==> config.mk <==
export PLATFORM = sky130hd
export DESIGN_NAME = minmax_offset_inj
export DESIGN_NICKNAME = d
export VERILOG_FILES = /design/src/rtl/mmoi_pkg.sv /design/src/rtl/mmoi_extrema.sv /design/src/rtl/mmoi_offset_sub.sv /design/src/rtl/minmax_offset_inj.sv
export SDC_FILE = /design/constraint.sdc
export NUM_CORES = 1
export LEC_CHECK = 0
export BUFFER_PORTS_ARGS = -buffer_cell sky130_fd_sc_hd__buf_2
export CAP_MARGIN = 25
export CORE_MARGIN = 5
export CORE_UTILIZATION = 50
export DETAILED_ROUTE_END_ITERATION = 10
export PLACE_DENSITY = 0.72
export SLEW_MARGIN = 5
export SYNTH_ARGS = -nofsm -noshare
export SYNTH_HDL_FRONTEND = slang
export SYNTH_HIERARCHICAL = 1
export SYNTH_SLANG_ARGS = --single-unit
==> constraint.sdc <==
create_clock -name clk -period 8.8 [get_ports clk]
set_clock_uncertainty 0.15 [all_clocks]
set_input_delay 1.76 -clock clk [delete_from_list [all_inputs] [get_ports clk]]
set_output_delay 1.76 -clock clk [all_outputs]
set_load 0.005 [all_outputs]
==> src/rtl/mmoi_pkg.sv <==
package mmoi_pkg;

    localparam int DATA_W = 16;
    localparam int NPH    = 3;
    localparam int SUM_W  = DATA_W + 1;
    localparam int DIFF_W = DATA_W + 2;

    typedef logic signed [DATA_W-1:0] smp_t;
    typedef logic signed [SUM_W-1:0]  sum_t;
    typedef logic signed [DIFF_W-1:0] dif_t;
    typedef logic [NPH-1:0][DATA_W-1:0] phv_t;

    typedef struct packed {
        phv_t ph;
        smp_t hi;
        smp_t lo;
    } ext_t;

    localparam smp_t SMP_MAX = smp_t'({1'b0, {(DATA_W-1){1'b1}}});
    localparam smp_t SMP_MIN = smp_t'({1'b1, {(DATA_W-1){1'b0}}});

    function automatic sum_t mid_of(input smp_t hi, input smp_t lo);
        sum_t s;
        s = SUM_W'(hi) + SUM_W'(lo);
        return s >>> 1;
    endfunction

    function automatic logic fits(input dif_t v);
        return (v <= DIFF_W'(SMP_MAX)) && (v >= DIFF_W'(SMP_MIN));
    endfunction

    function automatic smp_t clamp(input dif_t v);
        if (v > DIFF_W'(SMP_MAX)) return SMP_MAX;
        if (v < DIFF_W'(SMP_MIN)) return SMP_MIN;
        return v[DATA_W-1:0];
    endfunction

endpackage

==> src/rtl/mmoi_extrema.sv <==
module mmoi_extrema
    import mmoi_pkg::*;
(
    input  logic clk,
    input  logic rst,
    input  logic in_valid,
    output logic in_ready,
    input  phv_t in_ph,
    output logic s1_valid,
    output ext_t s1_q,
    input  logic dn_ready
);

    smp_t hi_c;
    smp_t lo_c;
    logic v_q;
    ext_t q;

    always_comb begin
        hi_c = $signed(in_ph[0]);
        lo_c = $signed(in_ph[0]);
        for (int i = 1; i < NPH; i++) begin
            if ($signed(in_ph[i]) > hi_c) hi_c = $signed(in_ph[i]);
            if ($signed(in_ph[i]) < lo_c) lo_c = $signed(in_ph[i]);
        end
    end

    assign in_ready = !v_q || dn_ready;

    always_ff @(posedge clk) begin
        if (rst) begin
            v_q <= 1'b0;
            q   <= '0;
        end else if (in_ready) begin
            v_q <= in_valid;
            if (in_valid) begin
                q.ph <= in_ph;
                q.hi <= hi_c;
                q.lo <= lo_c;
            end
        end
    end

    assign s1_valid = v_q;
    assign s1_q     = q;

    // a stalled first-stage entry is neither lost nor changed
    a_r6_s1_hold: assert property (@(posedge clk) disable iff (rst)
        (v_q && !dn_ready) |=> (v_q && $stable(q)));

    // every stored phase lies between the stored extremes
    generate
        for (genvar g = 0; g < NPH; g++) begin : g_rng
            a_r7_in_range: assert property (@(posedge clk) disable iff (rst)
                v_q |-> (($signed(q.ph[g]) <= $signed(q.hi)) &&
                         ($signed(q.ph[g]) >= $signed(q.lo))));
        end
    endgenerate

endmodule

==> src/rtl/mmoi_offset_sub.sv <==
module mmoi_offset_sub
    import mmoi_pkg::*;
(
    input  logic clk,
    input  logic rst,
    input  logic s1_valid,
    input  ext_t s1_q,
    output logic s2_ready,
    output logic out_valid,
    input  logic out_ready,
    output phv_t out_ph,
    output logic clip
);

    sum_t           mid;
    phv_t           nxt;
    logic [NPH-1:0] ovf;
    logic           ov_q;
    logic           sat_q;
    logic           clip_q;
    phv_t           oq;

    assign mid = mid_of(s1_q.hi, s1_q.lo);

    generate
        for (genvar k = 0; k < NPH; k++) begin : g_sub
            dif_t d;
            assign d      = DIFF_W'($signed(s1_q.ph[k])) - DIFF_W'(mid);
            assign nxt[k] = clamp(d);
            assign ovf[k] = !fits(d);
        end
    endgenerate

    assign s2_ready = !ov_q || out_ready;

    always_ff @(posedge clk) begin
        if (rst) begin
            ov_q   <= 1'b0;
            sat_q  <= 1'b0;
            clip_q <= 1'b0;
            oq     <= '0;
        end else begin
            if (s2_ready) begin
                ov_q <= s1_valid;
                if (s1_valid) begin
                    oq    <= nxt;
                    sat_q <= |ovf;
                end
            end
            if (s1_valid && s2_ready && (|ovf)) clip_q <= 1'b1;
        end
    end

    assign out_valid = ov_q;
    assign out_ph    = oq;
    assign clip      = clip_q;

    // helper for the checks below: extremes of the registered outputs
    smp_t omx;
    smp_t omn;
    always_comb begin
        omx = $signed(oq[0]);
        omn = $signed(oq[0]);
        for (int i = 1; i < NPH; i++) begin
            if ($signed(oq[i]) > omx) omx = $signed(oq[i]);
            if ($signed(oq[i]) < omn) omn = $signed(oq[i]);
        end
    end

    // output held under backpressure
    a_r5_out_hold: assert property (@(posedge clk) disable iff (rst)
        (ov_q && !out_ready) |=> (ov_q && $stable(oq)));

    // clip flag never falls outside reset
    a_r3_clip_sticky: assert property (@(posedge clk) disable iff (rst)
        clip_q |=> clip_q);

    // clip rises only with a clamped output on the port
    a_r3_clip_cause: assert property (@(posedge clk) disable iff (rst)
        $rose(clip_q) |-> (ov_q && ((omx == SMP_MAX) || (omn == SMP_MIN))));

    // unclamped outputs are centred, so max+min is 0 or 1
    a_r1_centred: assert property (@(posedge clk) disable iff (rst)
        (ov_q && !sat_q) |->
            (((SUM_W'(omx) + SUM_W'(omn)) == sum_t'(0)) ||
             ((SUM_W'(omx) + SUM_W'(omn)) == sum_t'(1))));

    // an output only appears after a first-stage entry
    a_r4_flow: assert property (@(posedge clk) disable iff (rst)
        $rose(ov_q) |-> $past(s1_valid));

endmodule

==> src/rtl/minmax_offset_inj.sv <==
module minmax_offset_inj
    import mmoi_pkg::*;
(
    input  logic        clk,
    input  logic        rst,
    input  logic        in_valid,
    output logic        in_ready,
    input  logic [15:0] in_a,
    input  logic [15:0] in_b,
    input  logic [15:0] in_c,
    output logic        out_valid,
    input  logic        out_ready,
    output logic [15:0] out_a,
    output logic [15:0] out_b,
    output logic [15:0] out_c,
    output logic        clip
);

    phv_t in_ph;
    phv_t out_ph;
    ext_t s1_q;
    logic s1_valid;
    logic s2_ready;

    assign in_ph = {in_c, in_b, in_a};

    mmoi_extrema u_ext (
        .clk      (clk),
        .rst      (rst),
        .in_valid (in_valid),
        .in_ready (in_ready),
        .in_ph    (in_ph),
        .s1_valid (s1_valid),
        .s1_q     (s1_q),
        .dn_ready (s2_ready)
    );

    mmoi_offset_sub u_sub (
        .clk       (clk),
        .rst       (rst),
        .s1_valid  (s1_valid),
        .s1_q      (s1_q),
        .s2_ready  (s2_ready),
        .out_valid (out_valid),
        .out_ready (out_ready),
        .out_ph    (out_ph),
        .clip      (clip)
    );

    assign out_a = out_ph[0];
    assign out_b = out_ph[1];
    assign out_c = out_ph[2];

    // nothing valid and no clip in the cycle after reset
    a_r8_reset: assert property (@(posedge clk)
        $past(rst) |-> (!out_valid && !clip));

endmodule

==> results of run 1 <==
[kinds of logic after synthesis]
group	count (synthesis)
and+or+nand+nor	417
DFF	131
adders and majority gates	133
xor gates and xnor gates	61
muxes	19
AOI/OAI and AO/OA	388
buffers and inverters	130
[critical path, cell delays in order]
cell and delay, ns:
buf_2 0.19, inv_1 0.09, ha_1 0.32, nand4_1 0.16, nor4_1 0.46, nand2_1 0.65, a21oi_1 0.53, nor2_1 0.10
ha_1 0.31, a21o_1 0.18, a2111oi_0 0.38, o21ai_0 0.15, o211ai_1 0.19, buf_4 0.38, o211ai_1 0.26, a21oi_1 0.20
[path summary, 6_finish.rpt]
kind / start / end
setup / recovery: in_a[14] / u_ext/s1_q[19]
hold / removal: u_ext/s1_q[48] / u_ext/s1_q[48]
setup reg to reg: u_ext/s1_q[1] / u_sub/out_ph[46]
hold reg to reg: u_ext/s1_q[48] / u_ext/s1_q[48]
[final cells by class]
type	instances	area, µm²	share of cell area (%)
well taps	270	337.8	2.968
multi-input cells	1018	7066	62.08
clock inverters	14	142.6	1.253
flip-flops and latches	131	2623	23.04
inverters	44	165.2	1.451
repair buffers	115	608.1	5.343
clock buffers	18	439.2	3.859
[per-stage QoR]
| step | setup slack, ns | util, % | hold slack (ns) | cells |
|---|---|---|---|---|
| after floorplan | 3.100 | - | 0.2830 | 1279 |
| after global placement | 2.282 | 53.31 | 0.2939 | 1576 |
| after detailed placement | 2.383 | 53.31 | 0.3012 | 1576 |
| after CTS | 2.816 | 56.18 | 0.3094 | 1608 |
| after global routing | 2.317 | 56.25 | 0.3282 | 1610 |
| final | 2.654 | 56.25 | 0.3060 | 1610 |
[routing by layer]
metal	up-vias	global-route usage, %	part of all wire [%]
met5	-	0	0
li1	4768	-	-
met2	361	36.70	43
met3	60	4.495	7.0
met4	0	9.928	3.0
met1	4547	36.38	47
[sequential cells by signal, summed over array words and instances (netlist names)]
name and flops:
u_sub/out_ph 48, u_sub/out_valid 1, u_ext/s1_q 80, u_ext/s1_valid 1, u_sub/clip 1
[power groups by stage]
stage / Combinational (µW) / Clock (µW) / Sequential, µW
detailed placement: 1540 / 0 / 718
finish: 1580 / 694 / 706
floorplan: 1220 / 0 / 709
global placement: 1520 / 0 / 717
global route: 1740 / 732 / 714
CTS: 1560 / 707 / 705
[layout by cell type (no fill, tap or decap), drive strengths merged, types with 21 or more instances in the layout]
master / n
dfxtp: 131
o21ai: 57
ha: 92
buf: 115
nand2: 139
xor2: 24
nand3: 27
nor2: 96
a211oi: 53
maj3: 37
inv: 51
xnor2: 37
and3: 21
a21oi: 156
==> results.ini, run 1 <==
[floorplanning]
row_count = 52
fp.coreArea_mm2 = 0.02023
dieHeight_um = 153.2
pin_count = 103
dieArea_mm2 = 0.02347
initial_core_util_pct = 50.68
die_w_um = 153.2

[status]
status = completed

[synth]
ys_seq_elements = 131
yosysWarnings = 6
ys.flop_type = dfxtp_1
yosysSeqAreaShare_pct = 25.57
synth-xor-area-share_pct = 5.503
async_flop_share_pct = 0
yosys.area.top_type = dfxtp_1
synth_top_area_share_pct = 25.57
synth_edf_count = 0
synth_fa_ha_area_share_pct = 15.68
yosys.cell_count.top_type = a21oi_1
postSynthNetCount = 1427
synthTopCellsByArea = dfxtp_1 26%, ha_1 11%, a21oi_1 7.4%, nand2_1 5.1%, a211oi_1 3.5%
syn_avg_cell_area_um2 = 8.018
synth_top_family_by_area = compound AO/OA/AOI/OAI gates
yosysUniqueCellTypes = 94
synth-simple-area-share_pct = 20.20
synth_mux_area_share_pct = 1.916
synthesis.area_mm2 = 0.01025
synth_common_cells = 152 x a21oi_1, 139 x nand2_1, 131 x dfxtp_1
synth_cells = 1279
synth-compound-area-share_pct = 25.55

[finish]
layout.nets = 1475
area_growth_pct = 10.98
final_area_mm2 = 0.01138
antennaDiodeCount = 0
drive_gt1_share_pct = 15.00
fill_cells = 1895

[clocking]
clock-root-buffer = clkbuf_16
clockBufferDepth = 2
clk_pin_slew_ns = 0.06
cts_tree = built
cts_setup_buffers = 0
numClockSinks = 131
cts_made_buffers = 17
htree_levels = 4
cts_resized = 0
clkLatencyLatePin_ns = 0.42
hold_buffers = 0

[setup_path]
reg2reg_depth = 17
cp_max_fo = 32
cp_data_required_time_ns = 9.00
endpoint_kind = register
rrSetupSlack_ns = 3.14
cp.arrival_ns = 6.34
crit_type = primary input to register
critPathLaunchType = primary input

[detailed_routing]
num_vias = 9736
wl_per_cell_um = 18.77
firstDrtPassIters = 6
routed_wl_um = 30210
antenna_left = 0
via_per_inst = 6.047
first_iter_violations = 1065
drc = 0

[placed_design]
place_area_mm2 = 0.01079
hpwl_um = 22890
port_buffers = 102
gp_congestion = 0.9984

[global_route]
grt_pass1_vias = 8868
grt_max_degree = 82
antenna_found_initial = 0
grt.overflow.total = 0
grt_usage_pct = 25.05
grt_pass1_wl_um = 47750

[pwr]
p_leak_uw = 0.004768
p_comb_share_pct = 53.1
switching_share_pct = 42.38
power_frac_clock_pct = 23.3
p_int_uw = 1719
ir_drop_v = 0.0001546
seq_power_share_pct = 23.7
p_per_area_mw_per_mm2 = 262.2
switchingPower_uw = 1264
total_power_uw = 2984

[timing]
rsz0062_at_grt = false
finalSetupTns_ns = 0
slew_headroom_pct = 39.46
worst_pin_slew_ns = 0.9060
hold_viol_final = 0
fin_crit_sh_pct = 69.84
setup-violations-final = 0
fmax_ghz = 0.1627
min_period_ns = 6.146
maxSlewViolCount = 0

[min_path]
min_delay_path_depth = 2
hp-class = register to register

[flow_run]
drv_cap = 0

Power figures use the tool's default switching activity.
==> run 2: changes to the inputs <==
==> constraint.sdc (replaced) <==
create_clock -name clk -period 5.7 [get_ports clk]
set_clock_uncertainty 0.15 [all_clocks]
set_input_delay 1.14 -clock clk [delete_from_list [all_inputs] [get_ports clk]]
set_output_delay 1.14 -clock clk [all_outputs]
set_load 0.005 [all_outputs]
==> results.ini, run 2 (same netlist as run 1, synthesis figures left out) <==
[status]
status = completed  ; unchanged

[detailed_routing]
via_per_inst = 5.953  ; was 6.047
antenna_left = 0  ; unchanged
top_layer = met4  ; unchanged
wl_met3_um = 1995  ; was 2130 µm
drc = 0  ; unchanged
wl_met1_um = 14630  ; was 14230 µm
first_iter_violations = 841  ; was 1065
routed_wl_um = 30630  ; was 30210 µm
wl_per_cell_um = 18.82  ; was 18.77 µm
num_vias = 9685  ; was 9736
route.met2.wl_um = 13090  ; was 12960 µm
firstDrtPassIters = 5  ; was 6

[clocking]
cts_resized = 0  ; unchanged
clk_pin_slew_ns = 0.06  ; about the same
numClockSinks = 131  ; unchanged
cts_tree = built  ; unchanged
cts_setup_buffers = 0  ; unchanged
clkLatencyLatePin_ns = 0.43  ; was 0.42 ns
clockBufferDepth = 2  ; unchanged
clock-root-buffer = clkbuf_16  ; unchanged
hold_buffers = 0  ; unchanged
htree_levels = 4  ; unchanged
cts_made_buffers = 17  ; unchanged

[floorplanning]
fp.coreArea_mm2 = 0.02023  ; unchanged
die_w_um = 153.2  ; unchanged
row_count = 52  ; unchanged
initial_core_util_pct = 50.68  ; unchanged
pin_count = 103  ; unchanged
dieHeight_um = 153.2  ; unchanged
dieArea_mm2 = 0.02347  ; unchanged

[timing]
worst_pin_slew_ns = 0.8036  ; was 0.9060 ns
whs_ns = 0.3046  ; was 0.3060 ns
setup-violations-final = 0  ; unchanged
slew_headroom_pct = 46.04  ; was 39.46%
min_period_ns = 5.393
maxSlewViolCount = 0  ; unchanged
setup_ws_ns = 0.3070  ; was 2.654 ns
fin_crit_sh_pct = 94.61
rsz0062_at_grt = false  ; unchanged
hold_viol_final = 0  ; unchanged
fmax_ghz = 0.1854

[finish]
antennaDiodeCount = 0  ; unchanged
stdcell_count = 1627  ; was 1610
layout_common_cells = 152 x a21oi_1, 138 x nand2_1, 131 x dfxtp_1  ; unchanged
final_common_cell = a21oi_1  ; unchanged
drive_gt1_share_pct = 15.99  ; was 15.00%
layout.nets = 1492  ; was 1475
largest_reg_flops = 80  ; unchanged
fill_cells = 1940  ; was 1895
area_growth_pct = 13.23  ; was 10.98%

[global_route]
grt_pass1_vias = 8811  ; was 8868
grt_max_degree = 58  ; was 82
grt_pass1_wl_um = 48360  ; was 47750 µm
antenna_found_initial = 0  ; unchanged
grt.overflow.total = 0  ; unchanged
grt_usage_pct = 25.28  ; was 25.05%

[setup_path]
endpoint_kind = register  ; unchanged
crit_type = primary input to register  ; unchanged
critPathLaunchType = primary input  ; unchanged
cp.arrival_ns = 5.53  ; was 6.34 ns
cp_data_required_time_ns = 5.84  ; was 9.00 ns
rrSetupSlack_ns = 0.54  ; was 3.14 ns
cp_max_fo = 49  ; was 32

[pwr]
p_leak_uw = 0.004898  ; was 0.004768 µW
ir_drop_v = 0.0001827  ; was 0.0001546 V
p_per_area_mw_per_mm2 = 417.2  ; was 262.2 mW/mm²
total_power_uw = 4844  ; was 2984 µW

[placed_design]
port_buffers = 102  ; unchanged
hpwl_um = 23470  ; was 22890 µm
gp_congestion = 1.023  ; was 0.9984
placed_cells = 1595  ; was 1576
pre_cts_ws_ns = -0.01531  ; was 2.383 ns

[min_path]
hp-class = register to register  ; unchanged

[flow_run]
drv_cap = 0  ; unchanged

[run 2: where the power goes]
| group | total (µW) | internal (µW) | switching, µW |
|---|---|---|---|
| clock network | 1230 | 783 | 449 |
| logic | 2520 | 1070 | 1450 |
| registers | 1090 | 1020 | 72.0 |
[run 2: metal layers]
layer	vias up	GRT usage [%]
met5	-	0
met3	57	3.902
li1	4820	-
met4	0	9.249
met1	4453	37.12
met2	355	37.41
[run 2: per-stage QoR]
step,setup TNS [ns],area (µm²),utilization (%)
2_1_floorplan,0,10250,-
3_3_place_gp,0,10950,54.14
3_5_place_dp,-0.04222,10950,54.14
4_1_cts,0,11610,57.38
5_1_grt,0,11610,57.38
6_report,0,11610,57.38
[run 2: worst paths after layout]
check	from	endpoint	cells after the start
setup reg to reg	u_ext/s1_q[1]	u_sub/out_ph[30]	19
hold / removal	u_sub/out_ph[31]	u_sub/out_ph[31]	2
setup / recovery	in_a[15]	u_ext/s1_q[17]	17
hold reg to reg	u_sub/out_ph[31]	u_sub/out_ph[31]	2
[run 2: worst max-delay path, stage by stage]
cell and delay [ns]:
buf_2 0.13, inv_1 0.07, ha_1 0.32, nand4_1 0.17, nor4_1 0.45, a2111oi_2 0.14
mux2_4 0.61, and3_1 0.29, nor2_1 0.07, ha_1 0.30, a21o_1 0.19, a2111oi_0 0.54
o21ai_0 0.21, o211ai_1 0.37, buf_12 0.22, a2bb2oi_1 0.21, a21oi_1 0.09
[run 2: cell type report]
type,count,area [µm²],share of cell area (%)
well taps,270,337.8,2.909
inverters,44,165.2,1.422
clock buffers,18,429.2,3.696
multi-input cells,1018,7066,60.85
flip-flops and latches,131,2623,22.59
clock inverters,14,227.7,1.961
repair buffers,132,763.2,6.573
==> run 3: changes to the inputs <==
--- a/config.mk
+++ b/config.mk
@@ -10,7 +10,7 @@
 export CORE_MARGIN = 5
 export CORE_UTILIZATION = 50
 export DETAILED_ROUTE_END_ITERATION = 10
-export PLACE_DENSITY = 0.72
+export PLACE_DENSITY = 0.69
 export SLEW_MARGIN = 5
 export SYNTH_ARGS = -nofsm -noshare
 export SYNTH_HDL_FRONTEND = slang
==> results.ini, run 3 (same netlist as run 1, synthesis figures left out) <==
[detailed_routing]
num_vias = 9628  ; was 9685
via_per_inst = 5.914  ; was 5.953
first_iter_violations = 878  ; was 841
wl_per_cell_um = 18.55  ; was 18.82 µm
antenna_left = 0  ; unchanged
drc = 0  ; unchanged
routed_wl_um = 30210  ; was 30630 µm
firstDrtPassIters = 5  ; unchanged

[finish]
drive_gt1_share_pct = 16.13  ; was 15.99%
layout.nets = 1493  ; was 1492
antennaDiodeCount = 0  ; unchanged
final_common_cell = a21oi_1  ; unchanged
largest_reg_flops = 80  ; unchanged
area_growth_pct = 12.59  ; was 13.23%
layout_common_cells = 152 x a21oi_1, 138 x nand2_1, 131 x dfxtp_1  ; unchanged

[clocking]
clk_pin_slew_ns = 0.06  ; about the same
htree_levels = 4  ; unchanged
numClockSinks = 131  ; unchanged
clockBufferDepth = 2  ; unchanged
cts_resized = 0  ; unchanged
clock-root-buffer = clkbuf_16  ; unchanged
hold_buffers = 0  ; unchanged
cts_setup_buffers = 0  ; unchanged
clkLatencyLatePin_ns = 0.43  ; about the same
cts_tree = built  ; unchanged
cts_made_buffers = 17  ; unchanged

[min_path]
hp-class = register to register  ; unchanged
min_from = u_sub/out_ph[47]  ; was u_sub/out_ph[31]

[setup_path]
endpoint_kind = register  ; unchanged
reg2reg_from = u_ext/s1_q[1]  ; unchanged
crit_type = register to register  ; was primary input to register
path_cells = inv_1 -> fa_1 -> nand2b_1 -> nand2b_1 -> a21oi_1 -> xor2_1 -> ha_1 -> o21a_1 -> o31a_1 -> o21ai_0 -> nand2b_1 -> a221o_1 -> a21oi_1 -> o221ai_1 -> a31oi_1 -> o41a_1 -> a21oi_1 -> o32ai_1 -> a311oi_1  ; was buf_2 -> inv_1 -> ha_1 -> nand4_1 -> nor4_1 -> a2111oi_2 -> mux2_4 -> and3_1 -> nor2_1 -> ha_1 -> a21o_1 -> a2111oi_0 -> o21ai_0 -> o211ai_1 -> buf_12 -> a2bb2oi_1 -> a21oi_1
cp_data_required_time_ns = 5.83  ; was 5.84 ns
startpoint = u_ext/s1_q[1]  ; was in_a[15]
critPathTopFamily = compound AO/OA/AOI/OAI gates  ; unchanged
cp.arrival_ns = 5.30  ; was 5.53 ns
cpMaxStageDelayCell = fa_1  ; was mux2_4
cpPeakStageDelay_ns = 0.46  ; was 0.61 ns
crit_buf_inv = 1  ; was 3
critPathLaunchType = register  ; was primary input
cp_max_fo = 11  ; was 49

[timing]
fin_crit_sh_pct = 90.67  ; was 94.61%
whs_ns = 0.2995  ; was 0.3046 ns
rsz0062_at_grt = false  ; unchanged
finalSetupTns_ns = 0  ; unchanged
maxSlewViolCount = 0  ; unchanged
worst_pin_slew_ns = 0.8700  ; was 0.8036 ns
min_period_ns = 5.168  ; was 5.393 ns
hold_viol_final = 0  ; unchanged
fmax_ghz = 0.1935  ; was 0.1854 GHz
setup-violations-final = 0  ; unchanged
slew_headroom_pct = 42.00  ; was 46.04%

[floorplanning]
die_w_um = 153.2  ; unchanged
fp.coreArea_mm2 = 0.02023  ; unchanged
row_count = 52  ; unchanged
dieHeight_um = 153.2  ; unchanged
initial_core_util_pct = 50.68  ; unchanged
pin_count = 103  ; unchanged
dieArea_mm2 = 0.02347  ; unchanged

[pwr]
p_leak_uw = 0.004857  ; was 0.004898 µW
p_per_area_mw_per_mm2 = 403.8  ; was 417.2 mW/mm²
ir_drop_v = 0.0001813  ; was 0.0001827 V

[placed_design]
hpwl_um = 23300  ; was 23470 µm
gp_congestion = 0.9764  ; was 1.023
port_buffers = 102  ; unchanged

[global_route]
grt.overflow.total = 0  ; unchanged
grt_pass1_wl_um = 48240  ; was 48360 µm
grt_usage_pct = 25.28  ; about the same
grt_max_degree = 86  ; was 58
grt_pass1_vias = 8854  ; was 8811
antenna_found_initial = 0  ; unchanged

[status]
status = completed  ; unchanged

[flow_run]
drv_cap = 0  ; unchanged

## run 3: cell types whose count changed in the layout (fill, tap and decap cells not counted)
| cell | before | now |
|---|---|---|
| buf_12 | 2 | 3 |
| bufinv_16 | 5 | 1 |
| clkbuf_1 | 1 | 0 |
| clkinv_2 | 0 | 1 |
| clkinv_4 | 5 | 3 |
| clkinvlp_4 | 1 | 4 |
| inv_6 | 3 | 5 |
| inv_8 | 0 | 1 |
## run 3: metrics by stage
step	total power, µW	area (µm²)	worst slack [ns]	util, %	instances
3_3_place_gp	3542	10970	0.1715	54.24	1596
2_1_floorplan	2980	10250	0.6195	-	1279
6_report	4662	11550	0.5320	57.06	1628
3_5_place_dp	3576	10970	0.1469	54.24	1596
4_1_cts	4658	11550	0.5584	57.06	1628
5_1_grt	4980	11550	0.1940	57.06	1628
## run 3: cell type report
type                       instances  area [µm²]
fill                            1929        8688
sequential                       131        2623
multi-input combinational       1018        7066
clock buffer                      17       425.4
inverter                          44       165.2
clock inverter                    15       146.4
timing repair buffer             133       783.3
tap                              270       337.8
## run 3: layer usage
layer	up-vias	track usage [%]	routed length [µm]
met5	-	0	0
met3	56	4.269	2008
li1	4811	-	-
met4	0	9.291	908
met2	371	36.84	12950
met1	4390	37.35	14340
## run 3: worst min-delay path: cells and delay by family, from the launching register on
kind             cells  cell delay, ns
AO/OA/AOI/OAI        1            0.05
flip-flops           1            0.30
AND/OR/NAND/NOR      1            0.05
## run 3: where the power goes
group | switching [µW] | internal [µW]
combinational | 1430 | 1070
sequential | 69.3 | 1020
clock | 458 | 609
total | 1960 | 2700
## run 3: path summary, 6_finish.rpt
| check | endpoint | slack (ns) | cells after the start |
|---|---|---|---|
| min | u_sub/out_ph[47] | 0.30 | 2 |
| min reg2reg | u_sub/out_ph[47] | 0.30 | 2 |
| max | u_sub/out_ph[30] | 0.53 | 19 |
| max reg2reg | u_sub/out_ph[30] | 0.53 | 19 |
